===== config.mk =====
export PLATFORM = sky130hd
export DESIGN_NAME = extirq_ctrl
export DESIGN_NICKNAME = d
export VERILOG_FILES = /design/src/rtl/extirq_pkg.sv /design/src/rtl/extirq_sync.sv /design/src/rtl/extirq_detect.sv /design/src/rtl/extirq_regfile.sv /design/src/rtl/extirq_ctrl.sv
export SDC_FILE = /design/constraint.sdc
export NUM_CORES = 1
export LEC_CHECK = 0
export BUFFER_PORTS_ARGS = -buffer_cell sky130_fd_sc_hd__buf_4
export CELL_PAD_IN_SITES_DETAIL_PLACEMENT = 1
export CELL_PAD_IN_SITES_GLOBAL_PLACEMENT = 2
export CORE_ASPECT_RATIO = 1.25
export CORE_UTILIZATION = 35
export CTS_BUF_LIST = sky130_fd_sc_hd__clkbuf_8
export DETAILED_ROUTE_END_ITERATION = 10
export PLACE_DENSITY_LB_ADDON = 0.12
export SETUP_SLACK_MARGIN = 0.05
export SLEW_MARGIN = 20
export SYNTH_ARGS = -nofsm -noshare
export SYNTH_HDL_FRONTEND = slang
export SYNTH_SLANG_ARGS = --single-unit

===== constraint.sdc =====
create_clock -name clk -period 1.67 [get_ports clk]
set_input_delay 0.334 -clock clk [delete_from_list [all_inputs] [get_ports clk]]
set_output_delay 0.334 -clock clk [all_outputs]
set_load 0.01 [all_outputs]

===== src/rtl/extirq_pkg.sv =====
// Shared constants for the external interrupt pin controller.
// Assumes a 3-bit register address and 32-bit data bus.
package extirq_pkg;
    localparam int BUS_W  = 32;
    localparam int ADDR_W = 3;
    localparam int PRIO_W = 4;
    localparam int FIELDS = 8;

    localparam logic [ADDR_W-1:0] A_SENSE   = 3'd0;
    localparam logic [ADDR_W-1:0] A_PRIO    = 3'd1;
    localparam logic [ADDR_W-1:0] A_SOURCE  = 3'd2;
    localparam logic [ADDR_W-1:0] A_MASKSET = 3'd3;
    localparam logic [ADDR_W-1:0] A_MASKCLR = 3'd4;

    typedef enum logic [3:0] {
        SN_FALL  = 4'd0,
        SN_RISE  = 4'd1,
        SN_LOW   = 4'd2,
        SN_HIGH  = 4'd3,
        SN_BOTH  = 4'd4
    } sense_e;
endpackage


===== src/rtl/extirq_sync.sv =====
// Two-flop synchroniser for a vector of asynchronous pins.
// Assumes each bit is independent; no bus coherency is given.
module extirq_sync #(
    parameter int WIDTH = 8
) (
    input  logic             clk,
    input  logic             rst_n,
    input  logic [WIDTH-1:0] async_i,
    output logic [WIDTH-1:0] sync_o
);
    logic [WIDTH-1:0] stage1_q;
    logic [WIDTH-1:0] stage2_q;

    // Two capture stages; reset to the idle-low state.
    always_ff @(posedge clk) begin
        if (!rst_n) begin
            stage1_q <= '0;
            stage2_q <= '0;
        end else begin
            stage1_q <= async_i;
            stage2_q <= stage1_q;
        end
    end

    assign sync_o = stage2_q;
endmodule


===== src/rtl/extirq_detect.sv =====
// Per-pin event detector: compares the synchronised level with the
// previous sample and reports a hit according to the sense code.
// Assumes level_i is already synchronous to clk.
module extirq_detect
    import extirq_pkg::*;
#(
    parameter int SENSE_W = 4
) (
    input  logic               clk,
    input  logic               rst_n,
    input  logic               level_i,
    input  logic [SENSE_W-1:0] mode_i,
    output logic               hit_o
);
    logic       prev_q;
    logic [3:0] code;
    logic       rise;
    logic       fall;

    // Remember the last synchronised sample.
    always_ff @(posedge clk) begin
        if (!rst_n) prev_q <= 1'b0;
        else        prev_q <= level_i;
    end

    assign code = 4'(mode_i);
    assign rise = level_i & ~prev_q;
    assign fall = ~level_i & prev_q;

    // Decode the sense code into a hit; unknown codes never hit.
    always_comb begin
        case (code)
            SN_FALL: hit_o = fall;
            SN_RISE: hit_o = rise;
            SN_LOW:  hit_o = ~level_i;
            SN_HIGH: hit_o = level_i;
            SN_BOTH: hit_o = rise | fall;
            default: hit_o = 1'b0;
        endcase
    end
endmodule


===== src/rtl/extirq_regfile.sv =====
// Register file: sense, priority, pending and mask state with the bus
// decode. Pin n uses the field or bit counted from the top of each
// register. Assumes NUM_PINS <= 8 and SRC_W is 8 or 32.
module extirq_regfile
    import extirq_pkg::*;
#(
    parameter int NUM_PINS = 8,
    parameter int SENSE_W  = 4,
    parameter int SRC_W    = 8
) (
    input  logic                          clk,
    input  logic                          rst_n,
    input  logic [ADDR_W-1:0]             bus_addr,
    input  logic                          bus_wr,
    input  logic [BUS_W-1:0]              bus_wdata,
    output logic [BUS_W-1:0]              bus_rdata,
    input  logic [NUM_PINS-1:0]           hit_i,
    output logic [NUM_PINS*SENSE_W-1:0]   mode_o,
    output logic [NUM_PINS-1:0]           pend_o,
    output logic [NUM_PINS-1:0]           mask_o,
    output logic [NUM_PINS-1:0]           prio_on_o
);
    logic [BUS_W-1:0]    sense_q;
    logic [BUS_W-1:0]    prio_q;
    logic [NUM_PINS-1:0] pend_q;
    logic [NUM_PINS-1:0] pend_d;
    logic [NUM_PINS-1:0] mask_q;
    logic [NUM_PINS-1:0] mask_d;
    logic [SRC_W-1:0]    src_view;

    logic wr_sense, wr_prio, wr_src, wr_mset, wr_mclr;
    assign wr_sense = bus_wr && (bus_addr == A_SENSE);
    assign wr_prio  = bus_wr && (bus_addr == A_PRIO);
    assign wr_src   = bus_wr && (bus_addr == A_SOURCE);
    assign wr_mset  = bus_wr && (bus_addr == A_MASKSET);
    assign wr_mclr  = bus_wr && (bus_addr == A_MASKCLR);

    // Configuration registers, full-width and read back as written.
    always_ff @(posedge clk) begin
        if (!rst_n) begin
            sense_q <= '0;
            prio_q  <= '0;
        end else begin
            if (wr_sense) sense_q <= bus_wdata;
            if (wr_prio)  prio_q  <= bus_wdata;
        end
    end

    // Next pending and mask state per pin; a new hit wins over a clear.
    always_comb begin
        for (int n = 0; n < NUM_PINS; n++) begin
            pend_d[n] = hit_i[n] |
                        (pend_q[n] & ~(wr_src & ~bus_wdata[SRC_W-1-n]));
            mask_d[n] = mask_q[n];
            if (wr_mset && bus_wdata[SRC_W-1-n]) mask_d[n] = 1'b1;
            if (wr_mclr && bus_wdata[SRC_W-1-n]) mask_d[n] = 1'b0;
        end
    end

    // Pending and mask storage; reset leaves everything masked.
    always_ff @(posedge clk) begin
        if (!rst_n) begin
            pend_q <= '0;
            mask_q <= '1;
        end else begin
            pend_q <= pend_d;
            mask_q <= mask_d;
        end
    end

    // Field extraction per pin, counted from the top of the register.
    for (genvar n = 0; n < NUM_PINS; n++) begin : g_field
        assign mode_o[n*SENSE_W +: SENSE_W] = sense_q[(FIELDS-1-n)*SENSE_W +: SENSE_W];
        assign prio_on_o[n] = |prio_q[(FIELDS-1-n)*PRIO_W +: PRIO_W];
    end

    // Pending bits placed with pin 0 at the top of the source register.
    always_comb begin
        src_view = '0;
        for (int n = 0; n < NUM_PINS; n++) src_view[SRC_W-1-n] = pend_q[n];
    end

    // Read decode; the mask registers are write-only and read as zero.
    always_comb begin
        case (bus_addr)
            A_SENSE:  bus_rdata = sense_q;
            A_PRIO:   bus_rdata = prio_q;
            A_SOURCE: bus_rdata = BUS_W'(src_view);
            default:  bus_rdata = '0;
        endcase
    end

    assign pend_o = pend_q;
    assign mask_o = mask_q;
endmodule


===== src/rtl/extirq_ctrl.sv =====
// Top: external interrupt pin controller. Synchronises the pins,
// detects events per pin, and gates the pending state into one
// request output per pin. Assumes 1 <= NUM_PINS <= 8.
module extirq_ctrl
    import extirq_pkg::*;
#(
    parameter int NUM_PINS = 8,
    parameter int SENSE_W  = 4,
    parameter int SRC_W    = 8
) (
    input  logic                clk,
    input  logic                rst_n,
    input  logic [NUM_PINS-1:0] pin_i,
    input  logic [2:0]          bus_addr,
    input  logic                bus_wr,
    input  logic [31:0]         bus_wdata,
    output logic [31:0]         bus_rdata,
    output logic [NUM_PINS-1:0] irq_o
);
    logic [NUM_PINS-1:0]         pin_sync;
    logic [NUM_PINS-1:0]         hit;
    logic [NUM_PINS*SENSE_W-1:0] mode;
    logic [NUM_PINS-1:0]         pend_q;
    logic [NUM_PINS-1:0]         mask_q;
    logic [NUM_PINS-1:0]         prio_on;

    extirq_sync #(.WIDTH(NUM_PINS)) u_sync (
        .clk     (clk),
        .rst_n   (rst_n),
        .async_i (pin_i),
        .sync_o  (pin_sync)
    );

    for (genvar n = 0; n < NUM_PINS; n++) begin : g_pin
        extirq_detect #(.SENSE_W(SENSE_W)) u_det (
            .clk     (clk),
            .rst_n   (rst_n),
            .level_i (pin_sync[n]),
            .mode_i  (mode[n*SENSE_W +: SENSE_W]),
            .hit_o   (hit[n])
        );
    end

    extirq_regfile #(
        .NUM_PINS (NUM_PINS),
        .SENSE_W  (SENSE_W),
        .SRC_W    (SRC_W)
    ) u_regs (
        .clk       (clk),
        .rst_n     (rst_n),
        .bus_addr  (bus_addr),
        .bus_wr    (bus_wr),
        .bus_wdata (bus_wdata),
        .bus_rdata (bus_rdata),
        .hit_i     (hit),
        .mode_o    (mode),
        .pend_o    (pend_q),
        .mask_o    (mask_q),
        .prio_on_o (prio_on)
    );

    // Request output: pending, unmasked and with a live priority.
    assign irq_o = pend_q & ~mask_q & prio_on;
endmodule


== After elaboration in Yosys (flattened, before gate mapping) ==
Cells that the tools add are included.
Cells by class
  equal/unequal tests: 36
  multiplexer cells: 25
  bitwise gates (word level): 83
  reductions and logical operators: 46
Operators by type and width (number)
  32-bit one-hot mux with 3 select lines: 1
  4-bit by 2-bit == test with 1-bit output (second input constant): 16
  1-bit one-hot mux with 5 select lines: 8
  1-bit AND: 32
  4-bit by 1-bit == test with 1-bit output (second input constant): 8
  4-bit by 3-bit == test with 1-bit output (second input constant): 8
  4-bit logical NOT: 8
  1-bit NOT: 32
  4-bit OR reduction: 8
  1-bit logical AND: 21
  8-bit AND: 2
  1-bit two-way mux: 16
  1-bit OR: 16
  2-bit nonzero test: 8
  8-bit NOT: 1
  3-bit by 2-bit == test with 1-bit output (second input constant): 2
  3-bit by 1-bit == test with 1-bit output (second input constant): 1
  3-bit == test (second input constant): 1
  3-bit logical NOT: 1
Word-level totals
  flip-flop bits (word level): 104
  input bits: 46
  output and inout bits: 40
  logic and storage cells: 211

== Logic depth before layout (Yosys ltp) ==
  depth in word-level cells: 6
  mapped depth: 6
  gate-level depth less buffers: 5

== Hierarchy ==
Synthesis repeated with hierarchy kept, for this count alone.
Second synthesis, totals
  cells, all modules: 575
  area, all modules: 4989.8 µm²
Modules (own cells, without submodules)
  extirq_regfile: instances 1, cells each 422, area each 3542.1 µm², seq. area each 1601.5 µm²
  extirq_detect: instances 8, cells each 14, area each 116.4 µm², seq. area each 20.0 µm²
  extirq_sync: instances 1, cells each 33, area each 446.7 µm², seq. area each 320.3 µm²
  extirq_ctrl: instances 1, cells each 8, area each 70.1 µm², seq. area each 0.0 µm²

== Worst setup path after synthesis ==
No wires, ideal clock.
  path kind: input -> output
  from: input port bus_addr[1]
  to: output port bus_rdata[10]
  data arrival time: 1.287 ns
  required time: 1.336 ns
  path slack: 0.049 ns
  stages: 4
  buffers on the path: 2
  cells stage by stage: buf_2 nor3_1 buf_2 a22o_1
Between the ends
  word-level cells in the longest chain between the ends: 2
  elaborated cells between the ends (all ways): 4
  classes of those cells: eq/ne (2); mux (1); reduce/logical (1)
Ends and longest elaborated chain
  from (decl): line extirq_ctrl.sv:14  | input logic [2:0] bus_addr,
  3-bit by 2-bit == test with 1-bit output (tied with other cells): line extirq_regfile.sv:85  | case (bus_addr)
  32-bit one-hot mux with 3 select lines (*): line extirq_regfile.sv:85
  to (decl): line extirq_ctrl.sv:17  | output logic [31:0] bus_rdata,
Every way passes the cells marked *; elsewhere a longest branch is shown, timed or not.

== Worst setup path after layout ==
  from: register u_regs.prio_q[28]
  to: output port irq_o[0]
Between the ends
  word-level cells in the longest chain between the ends: 2
Ends and longest elaborated chain
  from (decl): line extirq_regfile.sv:24  | logic [BUS_W-1:0] prio_q;
  from (signal assigned): line extirq_regfile.sv:45  | if (wr_prio) prio_q <= bus_wdata;
  4-bit OR reduction: line extirq_regfile.sv:74  | assign prio_on_o[n] = |prio_q[(FIELDS-1-n)*PRIO_W +: PRIO_W];
  8-bit AND: line extirq_ctrl.sv:63  | assign irq_o = pend_q & ~mask_q & prio_on;
  to (decl): line extirq_ctrl.sv:18  | output logic [NUM_PINS-1:0] irq_o
Every way passes these cells.

==> out/qor.csv <==
metric,value,unit
status,completed,
final_common_cell,nand2_1,
wl_per_cell,17.5,um
instances_no_fill,832,
swShare,0.245,
drt_iter0_markers,192,
leakagePower,2.52,nW
dp_hpwl,9940,um
syn-num-nets,631,
ys.flop_type,dfxtp_1,
critPathKind,reg -> out,
p_clk_frac,0.356,
setup_violations,0,
topRoutingLayerUsed,met4,
wl_met2,7380,um
placed_cells,810,
synth.top_cell.area_share,0.423,
drive_above_1_share,0.277,
tightest_slew,0.521,ns
clkTransAtPathRegs,0.10,ns
area_growth,29.1,%
synth-async-reset-ratio,0,
worst_ep_required_time,1.34,ns
grt.total_usage,0.209,
place_congestion,0.748,
synth_cells,569,
viasPerCell,5.24,
internal_power,3.68,mW
cellPowerDensity,769,mW/mm^2
ir_drop,0.000404,V
routed_wl,14600,um
fin_nets,714,
drt.antenna.violating_nets,0,
finClkSkew,0.00677,ns
cts_buffer_depth,2,
placed_cell_area,0.00584,sq mm
fin_crit_sh,0.970,
crit_arrival,1.29,ns
r2r_slack,0.25,ns
io_buffers,85,
cpMaxStageDelayCell,dfxtp_4,
r2r_start,u_regs.sense_q[1]$_SDFFE_PN0P_,
die-area,0.0145,sq mm
holdCritPathClass,in -> reg,
clockRootBuffer,clkbuf_8,
cap_violations,0,
fmax,0.618,GHz
met3_length,451,um
start_kind,flip-flop,
yosysWarnings,0,
cts_tree,yes,
drt_first_pass_iters,4,
cts.htree.levels,3,
n_antenna_cell,0,
layout_common_cells,"nand2_1 (128), buf_4 (104), dfxtp_1 (71)",
insertion_delay,0.38,ns
post_synth_num_cell_types,33,
cp_top_family,simple AND/OR/NAND/NOR gates,
start_util,0.358,
grt_pass1_vias,4568,
fp.dieW,108,um
fill_cells,1624,
fp.coreArea,0.0138,sq mm
rsz0062_at_grt,yes,
p_sw,1.20,mW
hold_end,u_sync.stage1_q[3]$_SDFF_PN0_,
synth_edf_count,0,
grt_max_degree,40,
stdcell_area,0.00635,sq mm
whs,0.158,ns
grt_overflow,0,
holdPathStages,2,
ys_ff_latch,104,
ioPinCount,86,
antenna_found_initial,0,
total_power,4.88,mW
path_buf_inv,1,
yosysTopAreaCell,dfxtp_1,
seqPwrFrac,0.537,
die_h,135,um
drc,0,
timing.final.crit_period,1.62,ns
grt_pass1_wl,23200,um
avgSynthCellArea,8.65,sq um
cts_made_buffers,9,
min-delay-start,pin_i[3],
fin_tns_setup,0,ns
slew_viol_final,0,
r2r-end,u_regs.pend_o[7]$_SDFF_PN0_,
slowest_delay,0.37,ns
endpoint_kind,output pin,
synth_area_leaders,"dfxtp_1 (42%), nand2_1 (9.8%), a21boi_1 (6.9%)",
vias,4363,
relSlewSlack,0.643,
met1Wirelength,6380,um
reg2reg_depth,4,
synth_area,0.00492,sq mm
timing.final.hold_violations,0,
cp_max_fo,3,
clock-sinks,104,
worstPathCellList,"nor4_4, nor3b_2, buf_4",
comb_power_share,0.107,
rows,48,
yosysSeqAreaShare,0.423,
## logic make-up (layout without fill, tap and decap cells)
logic type / Yosys count / in the layout / synth area share
simple gates: 218 / 218 / 0.216
compound gates: 152 / 152 / 0.238
flops: 104 / 104 / 0.423
buf+inv: 71 / 159 / 0.0654
fa+ha+maj: 16 / 16 / 0.0407
mux: 8 / 8 / 0.0163
## flip-flops by register name, summed over array words and instances (netlist names)
signal              cells
u_sync.sync_o           8
g_pin.u_det.prev_q      8
u_sync.stage1_q         8
u_regs.mask_o           8
u_regs.sense_q         32
u_regs.pend_o           8
u_regs.prio_q          32
## area by class of cell
type | instances | area (sq um) | share of cell area
clock inverters | 6 | 76.3 | 0.0120
well taps | 175 | 219 | 0.0345
clock buffers | 10 | 138 | 0.0217
inverters | 32 | 120 | 0.0189
multi-input cells | 394 | 2730 | 0.429
repair buffers | 111 | 921 | 0.145
flip-flops and latches | 104 | 2150 | 0.339
## repair_timing
| action | CTS | global route |
|---|---|---|
| setup buffers | 3 | 3 |
| hold buffers | 0 | 0 |
| resized for setup | 37 | 35 |
| pin swaps | 9 | 4 |
| endpoints found under the setup margin | 13 | 16 |
| hold endpoints to repair | 0 | 0 |
## worst max path at each step
stage | startpoint | to | cells past startpoint
floorplan | bus_addr[1] | bus_rdata[0] | 6
global placement | bus_addr[0] | bus_rdata[7] | 6
detailed placement | bus_addr[2] | u_regs.prio_q[31]$_SDFFE_PN0P_ | 6
CTS | u_regs.prio_q[19]$_SDFFE_PN0P_ | irq_o[3] | 3
global route | u_regs.prio_q[19]$_SDFFE_PN0P_ | irq_o[3] | 3
finish | u_regs.prio_q[28]$_SDFFE_PN0P_ | irq_o[0] | 3
## metal layers
| layer | GRT usage | vias to the layer above |
|---|---|---|
| met1 | 0.253 | 2134 |
| li1 | - | 2124 |
| met5 | 0 | - |
| met2 | 0.372 | 82 |
| met4 | 0.0807 | 0 |
| met3 | 0.0275 | 23 |
## worst register-to-register path: cells and delay by family (launching register included)
family                 cells  cell delay [ns]
AO/OA/AOI/OAI              2             0.66
flip-flops                 1             0.35
buffers and inverters      1             0.14
AND/OR/NAND/NOR            1             0.14
## Yosys cell counts (2+ instances only)
master / instances
buf_2: 20
a21boi_1: 45
a21boi_0: 19
a22o_1: 24
o31ai_1: 16
nand2_1: 128
nor3b_1: 8
nand3b_1: 8
a21oi_1: 8
clkbuf_1: 14
dfxtp_1: 104
buf_6: 4
nand4bb_1: 2
a2bb2oi_1: 8
and2_1: 32
ha_1: 16
nor4_1: 8
o21ai_0: 8
nor2b_1: 9
mux2i_1: 8
inv_1: 32
nor2_1: 16
a2111oi_0: 8
o211ai_1: 8
o211a_1: 8
## power groups by stage
stage / sequential [mW] / clock (mW) / combinational, mW
global placement: 2.68 / 0 / 0.486
CTS: 2.63 / 1.80 / 0.519
global route: 2.63 / 1.88 / 0.579
detailed placement: 2.68 / 0 / 0.500
floorplan: 2.65 / 0 / 0.268
finish: 2.62 / 1.74 / 0.524
## per-stage QoR
stage | util | setup slack, ns
2_1_floorplan | - | 0.131
3_3_place_gp | 0.425 | 0.0845
3_5_place_dp | 0.425 | 0.0533
4_1_cts | 0.453 | 0.00991
5_1_grt | 0.462 | -0.0318
6_report | 0.462 | 0.0507
(Power assumes the default switching activity.)
